## config.mk

```make
export PLATFORM = sky130hd
export DESIGN_NAME = nco_uart_rx
export DESIGN_NICKNAME = d
export VERILOG_FILES = /design/src/rtl/nco_uart_rx_pkg.sv /design/src/rtl/nco_tick_gen.sv /design/src/rtl/rx_sync.sv /design/src/rtl/rx_frame_fsm.sv /design/src/rtl/nco_uart_rx.sv
export SDC_FILE = /design/constraint.sdc
export NUM_CORES = 1
export LEC_CHECK = 0
export CORE_MARGIN = 4
export CORE_UTILIZATION = 35
export DETAILED_ROUTE_END_ITERATION = 10
export HOLD_SLACK_MARGIN = 0.08
export SLEW_MARGIN = 10
export SYNTH_ARGS = -nofsm -noshare
export SYNTH_HDL_FRONTEND = slang
export SYNTH_HIERARCHICAL = 1
export SYNTH_SLANG_ARGS = --single-unit
```

## constraint.sdc

```tcl
create_clock -name clk -period 3.1 [get_ports clk]
set_input_delay 0.775 -clock clk [delete_from_list [all_inputs] [get_ports clk]]
set_output_delay 0.775 -clock clk [all_outputs]
set_load 0.05 [all_outputs]
```

## src/rtl/nco_uart_rx_pkg.sv

```systemverilog
package nco_uart_rx_pkg;

    localparam int ACC_W  = 16;
    localparam int OVS    = 16;
    localparam int DATA_W = 8;

    typedef enum logic [2:0] {
        ST_IDLE,
        ST_START,
        ST_DATA,
        ST_PARITY,
        ST_STOP,
        ST_HOLD
    } rx_state_e;

    typedef struct packed {
        logic [DATA_W-1:0] data;
        logic              parity_err;
        logic              frame_err;
    } rx_result_t;

    // Parity bit that makes the total ones count match the selected sense.
    function automatic logic want_parity(logic [DATA_W-1:0] d, logic odd);
        return (^d) ^ odd;
    endfunction

endpackage

```

## src/rtl/nco_tick_gen.sv

```systemverilog
module nco_tick_gen #(
    parameter int W = 16
) (
    input  logic         clk,
    input  logic         rst,
    input  logic         en,
    input  logic [W-1:0] step,
    output logic         tick
);
    logic [W-1:0] acc_q;
    logic         tick_q;
    logic [W:0]   sum;

    assign sum  = {1'b0, acc_q} + {1'b0, step};
    assign tick = tick_q;

    always_ff @(posedge clk) begin
        if (rst || !en) begin
            acc_q  <= '0;
            tick_q <= 1'b0;
        end else begin
            acc_q  <= sum[W-1:0];
            tick_q <= sum[W];
        end
    end

    // a tick means the accumulator wrapped past 2^W on the previous add
    assert_tick_wrap_R1: assert property (@(posedge clk) disable iff (rst)
        (tick_q && $past(en)) |->
        (({1'b0, acc_q} + (W+1)'(1 << W)) == ({1'b0, $past(acc_q)} + {1'b0, $past(step)})));

    // no tick survives a disabled cycle
    assert_idle_notick_R8: assert property (@(posedge clk) disable iff (rst)
        !en |=> !tick_q);

endmodule

```

## src/rtl/rx_sync.sv

```systemverilog
module rx_sync #(
    parameter int STAGES = 2
) (
    input  logic clk,
    input  logic rst,
    input  logic din,
    output logic line,
    output logic line_prev
);
    logic [STAGES-1:0] chain_q;
    logic              prev_q;

    generate
        if (STAGES == 1) begin : g_one
            always_ff @(posedge clk) begin
                if (rst) chain_q <= '1;
                else     chain_q <= din;
            end
        end else begin : g_many
            always_ff @(posedge clk) begin
                if (rst) chain_q <= '1;
                else     chain_q <= {chain_q[STAGES-2:0], din};
            end
        end
    endgenerate

    always_ff @(posedge clk) begin
        if (rst) prev_q <= 1'b1;
        else     prev_q <= chain_q[STAGES-1];
    end

    assign line      = chain_q[STAGES-1];
    assign line_prev = prev_q;

endmodule

```

## src/rtl/rx_frame_fsm.sv

```systemverilog
module rx_frame_fsm
    import nco_uart_rx_pkg::*;
#(
    parameter int DW  = DATA_W,
    parameter int OV  = OVS
) (
    input  logic          clk,
    input  logic          rst,
    input  logic          en,
    input  logic          tick,
    input  logic          line,
    input  logic          line_prev,
    input  logic          parity_en,
    input  logic          parity_odd,
    output logic          valid,
    output rx_result_t    result
);
    localparam int CNT_W = $clog2(OV);
    localparam int IDX_W = (DW > 1) ? $clog2(DW) : 1;
    localparam logic [CNT_W-1:0] CNT_MID  = CNT_W'(OV/2 - 1);
    localparam logic [CNT_W-1:0] CNT_LAST = CNT_W'(OV - 1);
    localparam logic [IDX_W-1:0] IDX_LAST = IDX_W'(DW - 1);

    rx_state_e        state;
    logic [CNT_W-1:0] cnt;
    logic [IDX_W-1:0] idx;
    logic [DW-1:0]    shreg;
    logic             par_bit;
    logic             valid_q;
    rx_result_t       res_q;

    always_ff @(posedge clk) begin
        if (rst) begin
            state   <= ST_IDLE;
            cnt     <= '0;
            idx     <= '0;
            shreg   <= '0;
            par_bit <= 1'b0;
            valid_q <= 1'b0;
            res_q   <= '0;
        end else begin
            valid_q <= 1'b0;
            if (!en) begin
                state <= ST_IDLE;
                cnt   <= '0;
            end else begin
                unique case (state)
                    ST_IDLE: begin
                        if (line_prev && !line) begin
                            state <= ST_START;
                            cnt   <= '0;
                        end
                    end
                    ST_START: begin
                        if (tick) begin
                            if (cnt == CNT_MID) begin
                                cnt   <= '0;
                                idx   <= '0;
                                state <= line ? ST_IDLE : ST_DATA;
                            end else begin
                                cnt <= cnt + 1'b1;
                            end
                        end
                    end
                    ST_DATA: begin
                        if (tick) begin
                            if (cnt == CNT_LAST) begin
                                cnt   <= '0;
                                shreg <= {line, shreg[DW-1:1]};
                                if (idx == IDX_LAST) begin
                                    state <= parity_en ? ST_PARITY : ST_STOP;
                                end else begin
                                    idx <= idx + 1'b1;
                                end
                            end else begin
                                cnt <= cnt + 1'b1;
                            end
                        end
                    end
                    ST_PARITY: begin
                        if (tick) begin
                            if (cnt == CNT_LAST) begin
                                cnt     <= '0;
                                par_bit <= line;
                                state   <= ST_STOP;
                            end else begin
                                cnt <= cnt + 1'b1;
                            end
                        end
                    end
                    ST_STOP: begin
                        if (tick) begin
                            if (cnt == CNT_LAST) begin
                                cnt              <= '0;
                                valid_q          <= 1'b1;
                                res_q.data       <= shreg;
                                res_q.frame_err  <= !line;
                                res_q.parity_err <= parity_en &&
                                    (par_bit != want_parity(shreg, parity_odd));
                                state            <= line ? ST_IDLE : ST_HOLD;
                            end else begin
                                cnt <= cnt + 1'b1;
                            end
                        end
                    end
                    ST_HOLD: begin
                        if (line) state <= ST_IDLE;
                    end
                    default: state <= ST_IDLE;
                endcase
            end
        end
    end

    assign valid  = valid_q;
    assign result = res_q;

    // strobe lasts a single cycle
    assert_single_strobe_R7: assert property (@(posedge clk) disable iff (rst)
        valid_q |=> !valid_q);

    // result fields move only with the strobe
    assert_result_held_R7: assert property (@(posedge clk) disable iff (rst)
        !valid_q |-> $stable(res_q));

    // disabled receiver reports nothing
    assert_disabled_quiet_R8: assert property (@(posedge clk) disable iff (rst)
        !en |=> !valid_q);

    // no parity error when parity was off for the closing stop sample
    assert_parity_off_R5: assert property (@(posedge clk) disable iff (rst)
        (valid_q && !$past(parity_en)) |-> !res_q.parity_err);

    // a frame error leaves the receiver waiting for a high line
    assert_ferr_hold_R6: assert property (@(posedge clk) disable iff (rst)
        (valid_q && res_q.frame_err) |-> (state == ST_HOLD));

endmodule

```

## src/rtl/nco_uart_rx.sv

```systemverilog
module nco_uart_rx
    import nco_uart_rx_pkg::*;
(
    input  logic              clk,
    input  logic              rst,
    input  logic              rx_enable,
    input  logic [ACC_W-1:0]  nco_step,
    input  logic              parity_en,
    input  logic              parity_odd,
    input  logic              rx_serial,
    output logic [DATA_W-1:0] rx_data,
    output logic              rx_valid,
    output logic              rx_parity_err,
    output logic              rx_frame_err
);
    logic       tick;
    logic       line;
    logic       line_prev;
    rx_result_t result;

    nco_tick_gen #(.W(ACC_W)) u_tick (
        .clk  (clk),
        .rst  (rst),
        .en   (rx_enable),
        .step (nco_step),
        .tick (tick)
    );

    rx_sync #(.STAGES(2)) u_sync (
        .clk       (clk),
        .rst       (rst),
        .din       (rx_serial),
        .line      (line),
        .line_prev (line_prev)
    );

    rx_frame_fsm #(.DW(DATA_W), .OV(OVS)) u_fsm (
        .clk        (clk),
        .rst        (rst),
        .en         (rx_enable),
        .tick       (tick),
        .line       (line),
        .line_prev  (line_prev),
        .parity_en  (parity_en),
        .parity_odd (parity_odd),
        .valid      (rx_valid),
        .result     (result)
    );

    assign rx_data       = result.data;
    assign rx_parity_err = result.parity_err;
    assign rx_frame_err  = result.frame_err;

endmodule

```

==> reports/summary.txt, run 1 <==
Startpoint Class: input pin
IO Count: 33
Fin. max-slew vios: 0
CTS clk-pin slew, worst paths: 90 ps
Maximum vdd ir drop: 0.182 mV
Nets: 400
TritonRoute pass-1 iters: 4
Max-slew headroom at the worst pin: 63.5%
DPL Wire Length: 4.44 mm
DR vias/cell: 5.13
Count of buffers from port buffering: 32
Syn Inst Count: 327
DRT antenna net count: 0
R2R depth: 7
Ys async rst share: 0%
Yosys reg bits: 50
Commonest non-fill, non-tap cells in the layout: dfxtp_1, nand2_1, a21oi_1
RSZ-0062 raised after global routing: false
Setup slack, reg-to-reg: 1060 ps
Top cells by area, synth: dfxtp_1, ha_1, a21oi_1
Crit end category: register
Crit. Startpoint: nco_step[0]
Die ar.: 9660 um^2
Setup Fix Bufs, Post-CTS: 0
Clock sinks: 50
Syn-to-layout area delta: 18.6%
FMAX: 379 MHz
Synthesized area per cell: 8.72 um^2
Final hold viol count: 0
Hold Startpoint: u_sync/chain_q[0]
Seq/Total Area, Yosys: 35.1%
Die Height: 98.3 um
First-pass GRT wire length: 10.5 mm
Vias in the first global route: 2328
Max H-tree Level: 2
Post-synth top area cell: dfxtp_1
Hold_ws: 411 ps
Starting DRT DRC Count: 90
TritonCTS Buffers: 5
Total negative slack: 0 ps
Post-CTS sizing: 0
Worst Path Arrival: 2860 ps
Post-synthesis instance area: 2850 um^2
CTS tree: built
Crit path time final: 2640 ps
EDFF count, synth: 0
Drt total wl: 5.97 mm
Worst Setup EP: u_tick/acc_q[12]
Number of max-cap violations: 0
Leakage power: 1.27 nW
Crit path kind: input pin to register
Status: completed
GRT Util Overall: 12.7%
Worst skew pair latency: 300 ps
Count of different cell masters after synthesis: 72
Layout cell share with drive strength beyond 1: 10.3%
Share of the synthesized area in the top cell type: 35.1%
Final setup viols: 0
Reg2reg end: u_tick/acc_q[12]
Placer Congestion: 0.850
Ys Warns: 6
Crit Reg-Reg Startpoint: u_tick/acc_q[0]
Initial antenna violation count: 0
Largest net degree at the start of global routing: 27
Pwr per Cell Area: 432 nW/um^2
Row count: 32
Ant diodes: 0
Synth Flop Type: dfxtp_1
Die width: 98.3 um
Worst Path Required: 3320 ps
Total global routing overflow: 0
Max Root-Sink Buffers: 2
Syn Nets: 369
Commonest non-fill, non-tap cell in the layout: dfxtp_1
Vias: 2366
Hold Buf Count CTS: 0
Worst Tran Pin Value: 546 ps
Worst Skew: 5.35 ps
Initial Utilization: 36.5%
CTS root buf: clkbuf_8
Wire per inst: 13.0 um
Worst min path class: register to register
Total core area: 7810 um^2
Crit-path max FO: 5
DRC violations left: 0
Final period util: 85.2%
## worst max-delay path: stages
cell and delay (ps):
clkdlybuf4s50_1 410, ha_1 230, fa_1 410, a21o_1 220, a311o_1 440, nand2_1 120
a21boi_1 80, nor3b_1 190
## report_power, final
group | total (mW) | internal (mW) | leakage, nW | switching (mW)
combinational | 0.234 | 0.108 | 0.797 | 0.126
sequential | 0.671 | 0.662 | 0.406 | 0.00953
clock | 0.555 | 0.324 | 0.0683 | 0.231
## metal layers
layer | vias up | global-route usage [%] | part of all wire (%)
li1 | 1241 | - | -
met1 | 1087 | 17.8 | 52
met2 | 36 | 19.7 | 44
met3 | 2 | 2.43 | 3.1
met4 | 0 | 3.99 | 0.55
met5 | - | 0 | 0
## sequential cells by signal (all words and copies together) (netlist names)
name,flops
u_tick/acc_q,16
u_tick/tick,1
u_sync/chain_q,2
u_fsm/par_bit,1
u_sync/line_prev,1
u_fsm/state,3
u_fsm/valid,1
u_fsm/result,10
u_fsm/cnt,4
u_fsm/shreg,8
u_fsm/idx,3
## area by class of cell
class                      count  area (um^2)
timing repair buffer          36          350
multi-input combinational    259         1740
fill                         771         4430
tap                          102          128
clock inverter                 3         68.8
sequential                    50         1000
inverter                       6         22.5
clock buffer                   5         68.8
## worst min path at each step
stage                        end  slack (ps)  cells past startpoint
4_1_cts        u_sync/chain_q[1]         420                      1
5_1_grt        u_sync/chain_q[1]         460                      1
6_report       u_sync/chain_q[1]         410                      1
3_3_place_gp   u_sync/chain_q[1]         390                      1
2_1_floorplan  u_sync/chain_q[1]         380                      1
3_5_place_dp   u_sync/chain_q[1]         390                      1
## kinds of logic after synthesis
group	Yosys count	share of synthesized area, %
XOR/XNOR	14	5.04
flip-flops	50	35.1
AND/OR/NAND/NOR	137	24.9
adder cells (fa/ha/maj)	20	9.04
buffers and inverters	18	3.82
multiplexers	5	1.75
AO/OA/AOI/OAI	83	20.4
## synthesized netlist by cell type, drive strengths merged, types with 6 or more instances
master / number
nand4: 6
nand3: 23
nand2: 43
nor2: 20
dfxtp: 50
or3: 6
clkbuf: 8
a21oi: 38
nor3: 9
xnor2: 9
ha: 19
o21ai: 6
a21o: 8
## metrics by stage
step | instance area (um^2) | setup slack (ps) | power (mW) | cells | utilization [%]
after floorplan | 2850 | 691 | 0.852 | 327 | -
after global placement | 3240 | 184 | 0.917 | 453 | 41.6
after detailed placement | 3240 | 154 | 0.920 | 453 | 41.6
after CTS | 3380 | 457 | 1.48 | 461 | 43.3
after global routing | 3380 | 337 | 1.53 | 461 | 43.3
final | 3380 | 460 | 1.46 | 461 | 43.3
No activity file was read; power rests on OpenSTA's default activity.
==> inputs of run 2 (changes only) <==
--- a/config.mk
+++ b/config.mk
@@ -5,10 +5,13 @@
 export SDC_FILE = /design/constraint.sdc
 export NUM_CORES = 1
 export LEC_CHECK = 0
+export CELL_PAD_IN_SITES_DETAIL_PLACEMENT = 1
+export CELL_PAD_IN_SITES_GLOBAL_PLACEMENT = 1
 export CORE_MARGIN = 4
-export CORE_UTILIZATION = 35
+export CORE_UTILIZATION = 42
 export DETAILED_ROUTE_END_ITERATION = 10
 export HOLD_SLACK_MARGIN = 0.08
+export PLACE_DENSITY = 0.81
 export SLEW_MARGIN = 10
 export SYNTH_ARGS = -nofsm -noshare
 export SYNTH_HDL_FRONTEND = slang
==> reports/summary.txt, run 2 (synthesized netlist as in run 1, its figures left out) <==
Status: completed
Placer Congestion: 0.775 (-8.8%)
Total global routing overflow: 0 (unchanged)
Worst Path Arrival: 2960 ps (+100 ps)
Crit end category: register
Worst Path Required: 3320 ps (about the same)
Bufs and invs on worst path: 1 (unchanged)
Clock share of power: 31.1% (-6.9 points)
Worst Skew: 6.06 ps (+0.709 ps)
Max FFs per register: 16 (unchanged)
Cell Chain, Critical Path: clkdlybuf4s50_1 > ha_1 > fa_1 > a21o_1 > a311o_1 > nand2_1 > a21boi_1 > nor3b_1
DRT antenna net count: 0 (unchanged)
Die ar.: 8170 um^2 (-15%)
Top delay family on crit path: compound AO/OA/AOI/OAI gates
Crit path time final: 2730 ps (+93.9 ps)
Final period util: 88.2% (+3.0 points)
Drt total wl: 6.98 mm (+17%)
Hold Buf Count CTS: 0 (unchanged)
TritonCTS Buffers: 5 (unchanged)
Post-route setup slack: 366 ps (-93.9 ps)
Largest net degree at the start of global routing: 27 (unchanged)
Wire per inst: 16.0 um (+24%)
Max Root-Sink Buffers: 2 (unchanged)
Die Height: 90.4 um (-8.0%)
Ant diodes: 0 (unchanged)
Worst skew pair latency: 310 ps (about the same)
Crit-path max FO: 5 (unchanged)
Final hold viol count: 0 (unchanged)
Layout cell share with drive strength beyond 1: 10.3% (unchanged)
Total negative slack: 0 ps (unchanged)
Number of max-cap violations: 0 (unchanged)
CTS tree: built
Internal power: 0.938 mW (-14%)
FMAX: 366 MHz (-3.4%)
Clock sinks: 50 (unchanged)
CTS root buf: clkbuf_8
DR vias/cell: 5.70 (+11%)
Sw frac: 29.3% (+4.2 points)
Final setup viols: 0 (unchanged)
Post-CTS sizing: 0 (unchanged)
DPL Wire Length: 5.22 mm (+18%)
Vias in the first global route: 2554 (+9.7%)
Worst min path class: register to register
Max incr delay on CP: 450 ps (about the same)
Max-slew headroom at the worst pin: 55.5% (-8.0 points)
Largest Register: u_tick/acc_q
Die width: 90.4 um (-8.0%)
TritonRoute pass-1 iters: 4 (unchanged)
Nets: 400 (unchanged)
Worst Tran Pin Value: 667 ps (+120 ps)
Leakage power: 1.25 nW (-1.4%)
Commonest non-fill, non-tap cell in the layout: dfxtp_1
Filler cells: 781 (+1.3%)
Crit-path slowest cell: a311o_1
Commonest non-fill, non-tap cells in the layout: dfxtp_1, nand2_1, a21oi_1
Initial Utilization: 44.2% (+7.6 points)
P_sw: 0.389 mW (+6.2%)
DRC violations left: 0 (unchanged)
Crit path kind: input pin to register
Total core area: 6460 um^2 (-17%)
Startpoint Class: input pin
Maximum vdd ir drop: 0.276 mV (+52%)
CTS clk-pin slew, worst paths: 100 ps (about the same)
Combinational power share: 18.3% (+2.3 points)
First-pass GRT wire length: 12.0 mm (+14%)
GRT Util Overall: 17.7% (+5.0 points)
Syn-to-layout area delta: 16.1%
RSZ-0062 raised after global routing: false
Max H-tree Level: 2 (unchanged)
Post-route cell area: 3310 um^2 (-2.1%)
Pwr per Cell Area: 401 nW/um^2 (-7.1%)
IO Count: 33 (unchanged)
Sequential share of power: 50.6% (+4.6 points)
Count of buffers from port buffering: 32 (unchanged)
Setup Fix Bufs, Post-CTS: 0 (unchanged)
Starting DRT DRC Count: 94 (+4.4%)
Initial antenna violation count: 0 (unchanged)
Placed cell area: 3210 um^2 (-0.96%)
Row count: 29 (-9.4%)
Fin. max-slew vios: 0 (unchanged)
Place WS: 68.5 ps (-85.7 ps)
Vias: 2487 (+5.1%)
[run 2: final timing paths]
kind | startpoint | end | slack (ps) | depth (start not counted)
max reg2reg | u_tick/acc_q[0] | u_tick/acc_q[12] | 950 | 7
max | nco_step[0] | u_tick/acc_q[12] | 370 | 8
min | u_sync/chain_q[0] | u_sync/chain_q[1] | 420 | 1
min reg2reg | u_sync/chain_q[0] | u_sync/chain_q[1] | 420 | 1
[run 2: layout make-up]
cell class                 instances  area [um^2]  area share (%)
multi-input combinational        259         1740            52.6
sequential                        50         1000            30.2
timing repair buffer              36          350            10.6
tap                               77         96.3            2.91
clock buffer                       5         68.8            2.08
clock inverter                     3         28.8           0.869
inverter                           6         22.5           0.680
[run 2: routing by layer]
metal	up-vias	global-route usage, %	routed length [um]
met5	-	0	0
met4	0	4.97	69
met3	6	3.33	221
met2	25	28.6	3250
met1	1216	24.2	3440
li1	1240	-	-
[run 2: metrics by stage]
stage                     total power, mW  util (%)  cells  hold WS (ps)
after CTS                            1.35      51.3    436           428
after floorplan                     0.852         -    327           383
after global placement              0.917      49.7    428           390
final                                1.33      51.3    436           419
after detailed placement            0.927      49.7    428           401
after global routing                 1.41      51.3    436           437
[run 2: worst register-to-register path: cells and delay by family, from the launching register on]
kind,cells,cell delay (ps)
AO/OA/AOI/OAI,3,770
flip-flops,1,310
adder cells (fa/ha/maj),2,620
AND/OR/NAND/NOR,2,360
[run 2: power by group through the flow]
stage | sequential [mW] | clock (mW) | combinational (mW)
3_5_place_dp | 0.687 | 0 | 0.240
6_report | 0.672 | 0.413 | 0.242
5_1_grt | 0.675 | 0.461 | 0.270
4_1_cts | 0.672 | 0.432 | 0.243
2_1_floorplan | 0.683 | 0 | 0.169
3_3_place_gp | 0.687 | 0 | 0.231
